### src/rtl/mbx_rx_pkg.sv
`timescale 1ns/1ps
package mbx_rx_pkg;
  localparam int MSG_W  = 64;
  localparam int CHAN_W = 3;
  localparam int ADDR_W = 6;
  localparam int POS_W  = 8;  // width of a position field in the status word
  localparam int MASK_W = 5;

  localparam logic [ADDR_W-1:0] OFS_CHAN   = 6'h00;
  localparam logic [ADDR_W-1:0] OFS_LOW    = 6'h04;
  localparam logic [ADDR_W-1:0] OFS_HIGH   = 6'h08;
  localparam logic [ADDR_W-1:0] OFS_POP    = 6'h0C;
  localparam logic [ADDR_W-1:0] OFS_CLEAR  = 6'h10;
  localparam logic [ADDR_W-1:0] OFS_STATUS = 6'h14;
  localparam logic [ADDR_W-1:0] OFS_PEND   = 6'h18;
  localparam logic [ADDR_W-1:0] OFS_MASK   = 6'h1C;
  localparam logic [ADDR_W-1:0] OFS_DEPTH  = 6'h24;

  typedef struct packed {
    logic [CHAN_W-1:0] chan;
    logic [MSG_W-1:0]  payload;
  } msg_t;
endpackage

### src/rtl/mbx_rx_store.sv
`timescale 1ns/1ps
module mbx_rx_store
  import mbx_rx_pkg::*;
#(
  parameter int DEPTH = 8,
  parameter int PW    = $clog2(DEPTH)
) (
  input  logic          clk,
  input  logic          we,
  input  logic [PW-1:0] waddr,
  input  msg_t          wdata,
  input  logic [PW-1:0] raddr,
  output msg_t          rdata
);
  // Synchronous write with an asynchronous read port.
  // The head entry is visible without waiting a cycle.
  msg_t mem [DEPTH];

  always_ff @(posedge clk) begin
    if (we) mem[waddr] <= wdata;
  end

  assign rdata = mem[raddr];
endmodule

### src/rtl/mbx_rx_ptrs.sv
`timescale 1ns/1ps
module mbx_rx_ptrs #(
  parameter int DEPTH = 8,
  parameter int PW    = $clog2(DEPTH)
) (
  input  logic          clk,
  input  logic          rst,
  input  logic          push_req,
  input  logic          pop_req,
  input  logic          clr,
  output logic          push,
  output logic          pop,
  output logic [PW-1:0] wr_ptr,
  output logic [PW-1:0] rd_ptr,
  output logic          full,
  output logic          empty
);
  localparam logic [PW-1:0] LAST = PW'(DEPTH - 1);

  function automatic logic [PW-1:0] step(input logic [PW-1:0] p);
    return (p == LAST) ? '0 : p + 1'b1;
  endfunction

  logic [PW-1:0] wr_nxt, rd_nxt;

  assign empty  = (wr_ptr == rd_ptr) && !full;
  assign push   = push_req && !full;
  assign pop    = pop_req && !empty;
  assign wr_nxt = step(wr_ptr);
  assign rd_nxt = step(rd_ptr);

  always_ff @(posedge clk) begin
    if (rst || clr) begin
      wr_ptr <= '0;
      rd_ptr <= '0;
      full   <= 1'b0;
    end else begin
      if (push) wr_ptr <= wr_nxt;
      if (pop)  rd_ptr <= rd_nxt;
      if (pop)
        full <= 1'b0;
      else if (push && (wr_nxt == rd_ptr))
        full <= 1'b1;
    end
  end


  wr_advance_chk: assert property (@(posedge clk) disable iff (rst)
    (push && !clr) |=> wr_ptr == (($past(wr_ptr) == LAST) ? '0 : $past(wr_ptr) + 1'b1));

  full_equal_chk: assert property (@(posedge clk) disable iff (rst)
    full |-> (wr_ptr == rd_ptr));

  full_hold_chk: assert property (@(posedge clk) disable iff (rst)
    (full && !pop_req && !clr) |=> full);

  empty_pop_chk: assert property (@(posedge clk) disable iff (rst)
    (pop_req && empty && !push_req && !clr) |=> $stable(rd_ptr) && $stable(wr_ptr));

  clear_chk: assert property (@(posedge clk) disable iff (rst)
    clr |=> (wr_ptr == '0) && (rd_ptr == '0) && !full);
endmodule

### src/rtl/mbx_rx_irq.sv
`timescale 1ns/1ps
module mbx_rx_irq
  import mbx_rx_pkg::*;
(
  input  logic              clk,
  input  logic              rst,
  input  logic              nonempty,
  input  logic              mask_we,
  input  logic [MASK_W-1:0] mask_wdata,
  input  logic              ack,
  input  logic              clr,
  output logic [MASK_W-1:0] mask,
  output logic              pend
);
  logic src_on;
  assign src_on = nonempty && !mask[0];

  always_ff @(posedge clk) begin
    if (rst) begin
      mask <= '1;
      pend <= 1'b0;
    end else begin
      if (mask_we) mask <= mask_wdata;
      if (clr)
        pend <= 1'b0;
      else
        pend <= (pend && !ack) || src_on;
    end
  end


  pend_set_chk: assert property (@(posedge clk) disable iff (rst)
    (src_on && !clr) |=> pend);

  pend_ack_chk: assert property (@(posedge clk) disable iff (rst)
    (ack && !src_on) |=> !pend);

  pend_sticky_chk: assert property (@(posedge clk) disable iff (rst)
    (pend && !ack && !clr) |=> pend);
endmodule

### src/rtl/mbx_rx_queue.sv
`timescale 1ns/1ps
module mbx_rx_queue
  import mbx_rx_pkg::*;
#(
  parameter int DEPTH = 8
) (
  input  logic              clk,
  input  logic              rst,
  input  logic              in_valid,
  output logic              in_ready,
  input  logic [MSG_W-1:0]  in_payload,
  input  logic [CHAN_W-1:0] in_chan,
  input  logic              reg_wr,
  input  logic              reg_rd,
  input  logic [ADDR_W-1:0] reg_addr,
  input  logic [31:0]       reg_wdata,
  output logic [31:0]       reg_rdata,
  output logic              irq
);
  localparam int PW = (DEPTH > 1) ? $clog2(DEPTH) : 1;

  logic          push, pop, full, empty, clr, pop_req, ack, mask_we;
  logic [PW-1:0] wr_ptr, rd_ptr;
  logic [MASK_W-1:0] mask;
  logic          pend;
  msg_t          head, wmsg;

  assign pop_req = reg_wr && (reg_addr == OFS_POP) && reg_wdata[0];
  assign clr     = reg_wr && (reg_addr == OFS_CLEAR) && (reg_wdata == '0);
  assign ack     = reg_wr && (reg_addr == OFS_PEND) && reg_wdata[0];
  assign mask_we = reg_wr && (reg_addr == OFS_MASK);
  assign wmsg    = '{chan: in_chan, payload: in_payload};

  mbx_rx_ptrs #(.DEPTH(DEPTH), .PW(PW)) u_ptrs (
    .clk(clk), .rst(rst), .push_req(in_valid), .pop_req(pop_req), .clr(clr),
    .push(push), .pop(pop), .wr_ptr(wr_ptr), .rd_ptr(rd_ptr),
    .full(full), .empty(empty)
  );

  mbx_rx_store #(.DEPTH(DEPTH), .PW(PW)) u_store (
    .clk(clk), .we(push), .waddr(wr_ptr), .wdata(wmsg),
    .raddr(rd_ptr), .rdata(head)
  );

  mbx_rx_irq u_irq (
    .clk(clk), .rst(rst), .nonempty(!empty), .mask_we(mask_we),
    .mask_wdata(reg_wdata[MASK_W-1:0]), .ack(ack), .clr(clr),
    .mask(mask), .pend(pend)
  );

  assign in_ready = !full;
  assign irq      = pend;

  always_ff @(posedge clk) begin
    if (rst) begin
      reg_rdata <= '0;
    end else if (reg_rd) begin
      case (reg_addr)
        OFS_CHAN:   reg_rdata <= 32'(head.chan);
        OFS_LOW:    reg_rdata <= head.payload[31:0];
        OFS_HIGH:   reg_rdata <= head.payload[63:32];
        OFS_STATUS: reg_rdata <= {POS_W'(rd_ptr), POS_W'(wr_ptr), 13'b0, full, 2'b0};
        OFS_PEND:   reg_rdata <= 32'(pend);
        OFS_MASK:   reg_rdata <= 32'(mask);
        OFS_DEPTH:  reg_rdata <= 32'(DEPTH - 1);
        default:    reg_rdata <= '0;
      endcase
    end
  end


  no_overflow_chk: assert property (@(posedge clk) disable iff (rst)
    (in_valid && !in_ready) |=> $stable(wr_ptr) || $past(clr));

  rd_latency_chk: assert property (@(posedge clk) disable iff (rst)
    !reg_rd |=> $stable(reg_rdata));
endmodule

### config.mk
export PLATFORM = sky130hd
export DESIGN_NAME = mbx_rx_queue
export DESIGN_NICKNAME = d
export VERILOG_FILES = /design/src/rtl/mbx_rx_pkg.sv /design/src/rtl/mbx_rx_store.sv /design/src/rtl/mbx_rx_ptrs.sv /design/src/rtl/mbx_rx_irq.sv /design/src/rtl/mbx_rx_queue.sv
export SDC_FILE = /design/constraint.sdc
export NUM_CORES = 1
export LEC_CHECK = 0
export BUFFER_PORTS_ARGS = -buffer_cell sky130_fd_sc_hd__buf_4
export CAP_MARGIN = 20
export CELL_PAD_IN_SITES_DETAIL_PLACEMENT = 2
export CELL_PAD_IN_SITES_GLOBAL_PLACEMENT = 2
export CORE_MARGIN = 3
export CORE_UTILIZATION = 42
export CTS_CLUSTER_SIZE = 40
export DETAILED_ROUTE_END_ITERATION = 16
export GPL_ROUTABILITY_DRIVEN = 0
export PLACE_DENSITY = 0.76
export SLEW_MARGIN = 5
export SYNTH_ARGS = -nofsm -noshare
export SYNTH_HDL_FRONTEND = slang
export SYNTH_SLANG_ARGS = --single-unit
### constraint.sdc
create_clock -name clk -period 8.21 [get_ports clk]
set_clock_uncertainty 0.05 [all_clocks]
set_input_delay 1.642 -clock clk [delete_from_list [all_inputs] [get_ports clk]]
set_output_delay 1.642 -clock clk [all_outputs]
set_load 0.02 [all_outputs]
==> results of run 1 <==
==> where the power goes <==
group / internal (µW) / switching (µW)
sequential: 3330 / 30.8
combinational: 93.5 / 159
clock: 1830 / 1210
total: 5250 / 1400
==> cells in the mapped netlist (6+ instances only) <==
cell / number
a311oi_1: 8
mux2_2: 8
nor2_1: 32
buf_2: 22
nor4_1: 10
a21oi_1: 8
nand3_1: 6
a22oi_1: 25
buf_6: 15
nand2_1: 23
mux4_2: 104
a21o_1: 21
nor3_1: 7
o21ai_0: 7
a32oi_1: 10
edfxtp_1: 536
buf_4: 7
nor2b_1: 7
o22ai_1: 21
dfxtp_1: 48
clkbuf_1: 15
mux2i_1: 108
==> worst paths after layout <==
path | slack (ns) | depth (start not counted) | from | to
setup / recovery | 4.63 | 6 | reg_addr[2] | reg_rdata[9]
hold / removal | 0.42 | 1 | reg_rdata[15] | reg_rdata[15]
setup reg to reg | 4.67 | 6 | flop | reg_rdata[10]
hold reg to reg | 0.42 | 1 | reg_rdata[15] | reg_rdata[15]
==> logic make-up after synthesis <==
group                      count (synthesis)  share of synthesized area
and+or+nand+nor                          104                     0.0244
muxes                                    220                      0.156
AOI/OAI and AO/OA                        117                     0.0392
adders and majority gates                  4                    0.00222
xor gates and xnor gates                   5                    0.00195
DFF                                      584                      0.758
buffers and inverters                     65                     0.0183
==> per-layer routing <==
metal,wire length (µm),vias up
li1,-,4895
met4,1690,8
met5,44,-
met1,24900,6179
met2,33600,374
met3,3730,114
==> area by class of cell <==
class / count / share of cell area
Inverter: 4 / 0.000566
Tap cell: 688 / 0.0325
Clock inverter: 35 / 0.0209
Timing Repair Buffer: 167 / 0.0480
Sequential cell: 584 / 0.644
Multi-Input combinational cell: 450 / 0.192
Clock buffer: 77 / 0.0621
==> flip-flops by register name, indices dropped and copies added (netlist names), named ones only <==
| register | cells |
|---|---|
| reg_rdata | 32 |
| u_ptrs.rd_ptr | 3 |
| u_ptrs.full | 1 |
| u_store.mem | 536 |
| u_irq.pend | 1 |
| u_irq.mask | 5 |
| u_ptrs.wr_ptr | 3 |
==> critical path, stage by stage <==
cell and delay, ns:
buf_4 0.14, nor3_1 0.28, and3_1 0.67, nand2_1 0.76, o22ai_1 0.47, a21o_1 0.14
==> per-stage QoR <==
stage	instance area (µm²)	worst slack (ns)	util	hold slack, ns
6_report	26500	4.63	0.502	0.423
5_1_grt	26500	4.41	0.502	0.439
4_1_cts	26500	4.54	0.502	0.429
3_5_place_dp	24300	3.96	0.460	0.414
3_3_place_gp	24300	4.10	0.460	0.397
2_1_floorplan	22500	-0.548	-	0.429
==> impl_metrics.env, run 1 <==
export IMPL_cts_buffers=59
export IMPL_clockRootBuffer="clkbuf_16"
export IMPL_drv_cap=0
export IMPL_ir_worst_vdd_uv=175
export IMPL_hold_violations=0
export IMPL_tightest_slew_ns=1.12
export IMPL_grt_busiest_layer="met2"
export IMPL_synth_nets=1213
export IMPL_timing_final_crit_share=0.436
export IMPL_synthFlopType="edfxtp_1"
export IMPL_grtUsageMet1=0.278
export IMPL_post_route_min_period_ns=3.58
export IMPL_p_per_area_nw_per_um2=251
export IMPL_crit_required_ns=8.75
export IMPL_post_cts_buffers=0
export IMPL_end_kind="flop"
export IMPL_yosysWarnings=0
export IMPL_drt_wl_total_mm=64.0
export IMPL_synth_area_leaders="edfxtp_1, mux4_2, mux2i_1, dfxtp_1, a22oi_1"
export IMPL_synth_top_area_frac=0.715
export IMPL_grt_pass1_vias=13300
export IMPL_final_nets=1380
export IMPL_fmax_mhz=279
export IMPL_cts_tree="built"
export IMPL_hp_class="reg2reg"
export IMPL_tns_ns=0
export IMPL_synth_area_leader_cell="edfxtp_1"
export IMPL_synth_edf_count=536
export IMPL_seq_area_frac_synth=0.758
export IMPL_dieArea_um2=56400
export IMPL_grt_max_degree=61
export IMPL_start_util=0.427
export IMPL_dr_pass1_iters=5
export IMPL_finalNonFillerCells=2005
export IMPL_numPortBuffers=143
export IMPL_ys_seq_elements=584
export IMPL_die_w_um=237
export IMPL_grt_pass1_wl_mm=94.0
export IMPL_drc=0
export IMPL_cp_start_kind="input port"
export IMPL_rsz0062_at_grt="no"
export IMPL_multi_input_area_um2=5090
export IMPL_post_drt_wl_per_cell_um=31.9
export IMPL_num_antenna_cells=0
export IMPL_holdBufCountCts=0
export IMPL_area_growth_pct=17.8
export IMPL_die_h_um=237
export IMPL_overflow=0
export IMPL_grt_use_met3=0.0515
export IMPL_core_area_um2=52800
export IMPL_async_reset_ff_frac=0
export IMPL_path_clk_slew_ns=0.07
export IMPL_final_cell_mix="edfxtp_1, buf_4, mux2i_1"
export IMPL_grtUsageMet2=0.413
export IMPL_power_total_uw=6650
export IMPL_track_usage=0.229
export IMPL_worst_ep_arrival_time_ns=4.12
export IMPL_clk_latency_ns=0.64
export IMPL_synth_cells=1099
export IMPL_critPathMaxFanout=21
export IMPL_slew_viol_final=0
export IMPL_vias=11600
export IMPL_drtAntennaViolNets=0
export IMPL_clock_sinks=584
export IMPL_routed_via_density=5.77
export IMPL_layout_drive_gt1_share=0.304
export IMPL_synth_area_um2=22500
export IMPL_cts_buffer_depth=3
export IMPL_io_pins=144
export IMPL_layout_commonest_cell="edfxtp_1"
export IMPL_cts_resized=0
export IMPL_status="complete, no violations"
export IMPL_p_leak_uw=0.00873
export IMPL_relSlewSlack=0.249
export IMPL_postSynthAreaPerCell_um2=20.5
export IMPL_antenna_found_initial=4
export IMPL_ys_types=50
export IMPL_dpl_hpwl_mm=37.4
export IMPL_placed_cells=1890
export IMPL_fp_row_count=84
export IMPL_seq_area_um2=17100
export IMPL_setup_viol=0
export IMPL_h_tree_depth=2
export IMPL_nFillCells=4623
export IMPL_criticalPathCategory="in2reg"
export IMPL_drtIter0Drc=984
Power figures use the tool's default switching activity.
==> inputs of run 2 (changes only) <==
ABC_AREA = 1   (was not set)
PLACE_DENSITY = 0.8   (was 0.76)
clock period = 3.7 ns   (was 8.21 ns; I/O delays follow)
==> run 2 against run 1 <==
Against the previous run: critical endpoint is now reg_rdata[15]; largest power group unchanged; clock power rose by 110%; critical path depth rose by 2; largest cell class unchanged; first-iteration DRC count rose by 47%; sequential power rose by 120%; synthesized cell count rose by 75%; non-clock buffer count rose by 11; count of clock-buffer cells in the layout rose by 12; global-route usage rose by 4.9 points; utilization fell by 0.15 points; register-to-register slack got worse by 3.8 ns; sequential share of layout area fell by 1.8 points; wire length rose by 28%.
==> impl_metrics.env, run 2 <==
export IMPL_status="complete, no violations"
export IMPL_h_tree_depth=2
export IMPL_start_util=0.429
export IMPL_numPortBuffers=143
export IMPL_clock_sinks=584
export IMPL_ys_top_cells_by_count="edfxtp_1, nor2_1, o21ai_0, nand2_1, o211ai_1"
export IMPL_area_growth_pct=16.7
export IMPL_finalNonFillerCells=2831
export IMPL_drv_cap=0
export IMPL_grt_max_degree=125
export IMPL_synth_top_area_frac=0.689
export IMPL_io_pins=144
export IMPL_post_cts_buffers=0
export IMPL_fmax_mhz=350
export IMPL_yosysWarnings=0
export IMPL_path_clk_slew_ns=0.06
export IMPL_grt_pass1_vias=18500
export IMPL_dr_pass1_iters=5
export IMPL_layout_commonest_cell="edfxtp_1"
export IMPL_cts_buffer_depth=3
export IMPL_final_nets=2154
export IMPL_cpPeakStageDelay_ns=0.73
export IMPL_grt_busiest_layer="met2"
export IMPL_core_area_um2=54500
export IMPL_routed_via_density=5.79
export IMPL_largest_register_ffs=536
export IMPL_critPathMaxFanout=73
export IMPL_async_reset_ff_frac=0
export IMPL_overflow=0
export IMPL_yosysMostFrequentCell="edfxtp_1"
export IMPL_grtUsageMet2=0.478
export IMPL_cts_buffers=60
export IMPL_drt_wl_total_mm=82.1
export IMPL_dieArea_um2=58500
export IMPL_ys_seq_elements=584
export IMPL_crit_family="compound AO/OA/AOI/OAI gates"
export IMPL_placed_area_um2=25300
export IMPL_clockRootBuffer="clkbuf_16"
export IMPL_seq_area_frac_synth=0.730
export IMPL_grt_use_met3=0.0553
export IMPL_hp_class="in2reg"
export IMPL_synth_area_leaders="edfxtp_1, nor2_1, dfxtp_1, o21ai_0, o211ai_1"
export IMPL_synth_nets=2033
export IMPL_fp_row_count=85
export IMPL_post_route_min_period_ns=2.85
export IMPL_criticalPathCategory="reg2reg"
export IMPL_slowest_stage="dfxtp_4"
export IMPL_drc=0
export IMPL_post_drt_wl_per_cell_um=29.0
export IMPL_die_h_um=242
export IMPL_holdBufCountCts=0
export IMPL_p_leak_uw=0.00975
export IMPL_slew_viol_final=0
export IMPL_ys_types=32
export IMPL_drtAntennaViolNets=0
export IMPL_dpl_hpwl_mm=47.3
export IMPL_die_w_um=242
export IMPL_worst_slack_ns=0.847
export IMPL_placed_cells=2717
export IMPL_synth_area_um2=23400
export IMPL_cp_cell_sequence="inv_6 > buf_12 > o21ai_0 > o21ai_1 > o211ai_1 > nand3_1 > nand2_1 > inv_1"
export IMPL_cts_resized=0
export IMPL_grtUsageMet1=0.340
export IMPL_synth_area_leader_cell="edfxtp_1"
export IMPL_final_cell_mix="edfxtp_1, nor2_1, o21ai_0"
export IMPL_postLayoutCoreUtil=0.501
export IMPL_grt_pass1_wl_mm=122
export IMPL_layout_drive_gt1_share=0.139
export IMPL_ir_worst_vdd_uv=387
export IMPL_relSlewSlack=0.435
export IMPL_post_place_ws_ns=0.811
export IMPL_synth_edf_count=536
export IMPL_vias=16400
export IMPL_cts_tree="built"
export IMPL_regMostFlops="u_store.mem"
export IMPL_finalInstanceArea_um2=27300
export IMPL_crit_buf_inv=3
export IMPL_tns_ns=0
export IMPL_p_per_area_nw_per_um2=526
export IMPL_cp_start_kind="flop"
export IMPL_track_usage=0.278
export IMPL_drtIter0Drc=1442
export IMPL_clk_latency_ns=0.63
export IMPL_tightest_slew_ns=0.846
export IMPL_largest_registers="u_store.mem (536), reg_rdata (32), u_irq.mask (5)"
export IMPL_antenna_found_initial=4
export IMPL_synthFlopType="edfxtp_1"
export IMPL_synth_cells=1919
export IMPL_worst_ep_arrival_time_ns=3.31
export IMPL_hold_violations=0
export IMPL_rsz0062_at_grt="no"
export IMPL_postSynthAreaPerCell_um2=12.2
export IMPL_setup_viol=0
export IMPL_end_kind="flop"
export IMPL_crit_required_ns=4.15
export IMPL_timing_final_crit_share=0.771
## run 2: metrics by stage
stage,power (µW),hold WS (ns)
3_3_place_gp,8140,0.404
3_5_place_dp,8210,0.426
5_1_grt,14800,0.292
4_1_cts,14400,0.272
2_1_floorplan,7820,0.392
6_report,14300,0.302
## run 2: logic make-up (layout without fill, tap and decap cells)
family,count (synthesis),after routing,synth area share
simple gates,686,686,0.118
flops,584,584,0.730
compound gates,419,419,0.105
buf+inv,222,394,0.0436
fa+ha+maj,4,4,0.00214
xor+xnor,4,4,0.00150
other cells,0,1,0
## run 2: path summary, 6_finish.rpt
path / slack (ns) / cells after the start / end / startpoint
worst max-delay path: 0.85 / 8 / reg_rdata[15] / flop
worst max register to register: 0.85 / 8 / reg_rdata[15] / flop
worst min-delay path: 0.30 / 1 / u_store.mem[7][32] / in_payload[32]
worst min register to register: 0.44 / 2 / u_irq.mask[4] / u_irq.mask[4]
## run 2: layout make-up
type	instances	area (µm²)
diodes	1	2.50
clock buffers	89	1770
clock inverters	24	246
fillers	5324	27200
inverters	103	393
multi-input cells	1113	5370
flip-flops and latches	584	17100
well taps	739	925
repair buffers	178	1500
## run 2: routing by layer
layer | vias to the layer above | routed length (µm)
met5 | - | 8
li1 | 7121 | -
met4 | 2 | 3780
met3 | 184 | 4690
met1 | 8553 | 32500
met2 | 539 | 41100
## run 2: power by group
group,switching [µW],internal [µW]
clock,2610,3640
combinational,452,200
sequential,69.1,7370
==> inputs of run 3 (changes only) <==
clock period = 2.8 ns   (was 3.7 ns; I/O delays follow)
==> run 3 against run 2 <==
Against the previous run: wire length is 2.3% lower; via count is 0.65% lower; sequential cell count stayed put; utilization is 0.28 points higher; power is 32% higher; non-clock buffer count is 9 higher; largest cell class unchanged.
==> impl_metrics.env, run 3 (synthesized netlist as in run 2, its figures left out) <==
export IMPL_layout_drive_gt1_share=0.141
export IMPL_area_growth_pct=17.4
export IMPL_dpl_hpwl_mm=47.0
export IMPL_crit_required_ns=3.27
export IMPL_holdBufCountCts=0
export IMPL_cts_resized=0
export IMPL_die_w_um=242
export IMPL_overflow=0
export IMPL_cp_start_kind="flop"
export IMPL_seq_area_um2=17100
export IMPL_power_frac_clock=0.434
export IMPL_post_drt_wl_per_cell_um=28.2
export IMPL_critPathMaxFanout=26
export IMPL_drt_wl_total_mm=80.2
export IMPL_end_kind="flop"
export IMPL_crit_buf_inv=3
export IMPL_io_pins=144
export IMPL_drv_cap=0
export IMPL_dieArea_um2=58500
export IMPL_p_per_area_nw_per_um2=688
export IMPL_cts_buffers=61
export IMPL_regMostFlops="u_store.mem"
export IMPL_clockRootBuffer="clkbuf_16"
export IMPL_worst_slack_ns=0.467
export IMPL_fp_row_count=85
export IMPL_hp_class="in2reg"
export IMPL_crit_family="flip-flops"
export IMPL_intPower_uw=14700
export IMPL_drtAntennaViolNets=0
export IMPL_nFillCells=5282
export IMPL_h_tree_depth=2
export IMPL_grt_pass1_wl_mm=120
export IMPL_largest_registers="u_store.mem (536), reg_rdata (32), u_irq.mask (5)"
export IMPL_comb_power_share=0.045
export IMPL_tightest_slew_ns=0.779
export IMPL_status="complete, no violations"
export IMPL_seq_power_share=0.521
export IMPL_path_clk_slew_ns=0.07
export IMPL_p_leak_uw=0.00981
export IMPL_post_route_min_period_ns=2.33
export IMPL_setup_viol=0
export IMPL_die_h_um=242
export IMPL_placed_area_um2=25400
export IMPL_multi_input_area_um2=5370
export IMPL_post_cts_buffers=0
export IMPL_criticalPathCategory="reg2reg"
export IMPL_slowest_stage="dfxtp_4"
export IMPL_cp_cell_sequence="inv_2 > buf_4 > o21ai_0 > o22ai_1 > o211ai_1 > nand3_1 > nand2_1 > inv_1"
export IMPL_start_util=0.429
export IMPL_dr_pass1_iters=5
export IMPL_netSwitchingFraction=0.220
export IMPL_final_cell_mix="edfxtp_1, nor2_1, o21ai_0"
export IMPL_slew_viol_final=0
export IMPL_cts_buffer_depth=3
export IMPL_relSlewSlack=0.481
export IMPL_fmax_mhz=429
export IMPL_final_nets=2164
export IMPL_grt_max_degree=132
export IMPL_cpPeakStageDelay_ns=0.64
export IMPL_drc=0
export IMPL_drtIter0Drc=1321
export IMPL_cts_tree="built"
export IMPL_postLayoutCoreUtil=0.504
export IMPL_p_switching_uw=4150
export IMPL_hold_violations=0
export IMPL_timing_final_crit_share=0.833
export IMPL_tns_ns=0
export IMPL_largest_register_ffs=536
export IMPL_antenna_found_initial=2
export IMPL_power_total_uw=18900
export IMPL_clock_sinks=584
export IMPL_rsz0062_at_grt="no"
export IMPL_numPortBuffers=143
export IMPL_layout_commonest_cell="edfxtp_1"
export IMPL_vias=16300
export IMPL_finalInstanceArea_um2=27400
export IMPL_post_place_ws_ns=0.326
export IMPL_core_area_um2=54500
export IMPL_grt_pass1_vias=18300
export IMPL_track_usage=0.271
export IMPL_ir_worst_vdd_uv=565
export IMPL_routed_via_density=5.73
export IMPL_reg2reg_slack_ns=0.47
export IMPL_worst_ep_arrival_time_ns=2.81
export IMPL_clk_latency_ns=0.63
run 3: cell count changes in the layout (fill, tap and decap cells not counted), sizes merged:
cell | before | now
bufinv | 5 | 6
clkbuf | 89 | 83
inv | 103 | 104
clkinv | 18 | 22
buf | 178 | 187
clkinvlp | 1 | 2
run 3: area by class of cell:
type	instances	share of cell area
multi-input combinational	1113	0.196
clock buffer	83	0.0609
sequential	584	0.622
clock inverter	31	0.0114
timing repair buffer	187	0.0617
antenna	1	0.0000912
inverter	103	0.0143
tap	739	0.0337
run 3: per-layer routing:
metal / track usage / share of wire
met2: 0.480 / 0.51
met3: 0.0540 / 0.062
met5: 0 / 0.00014
met4: 0.0967 / 0.036
met1: 0.330 / 0.39
run 3: worst paths after layout:
| path | from | to | cells past startpoint |
|---|---|---|---|
| max | flop | reg_rdata[6] | 8 |
| min | in_payload[60] | u_store.mem[0][60] | 1 |
| max reg2reg | flop | reg_rdata[6] | 8 |
| min reg2reg | reg_rdata[2] | reg_rdata[2] | 2 |
run 3: metrics by stage:
step                      std cells  hold WS (ns)
after floorplan                1919         0.392
after global placement         2726         0.410
after detailed placement       2726         0.422
after CTS                      2840        0.0894
after global routing           2840        0.0949
final                          2841         0.119
run 3: power by group through the flow:
stage / Sequential [µW] / Combinational [µW] / Clock (µW)
final: 9820 / 857 / 8190
after global routing: 9830 / 938 / 8640
after floorplan: 10000 / 318 / 0
after detailed placement: 10000 / 851 / 0
after global placement: 9980 / 778 / 0
after CTS: 9820 / 865 / 8290
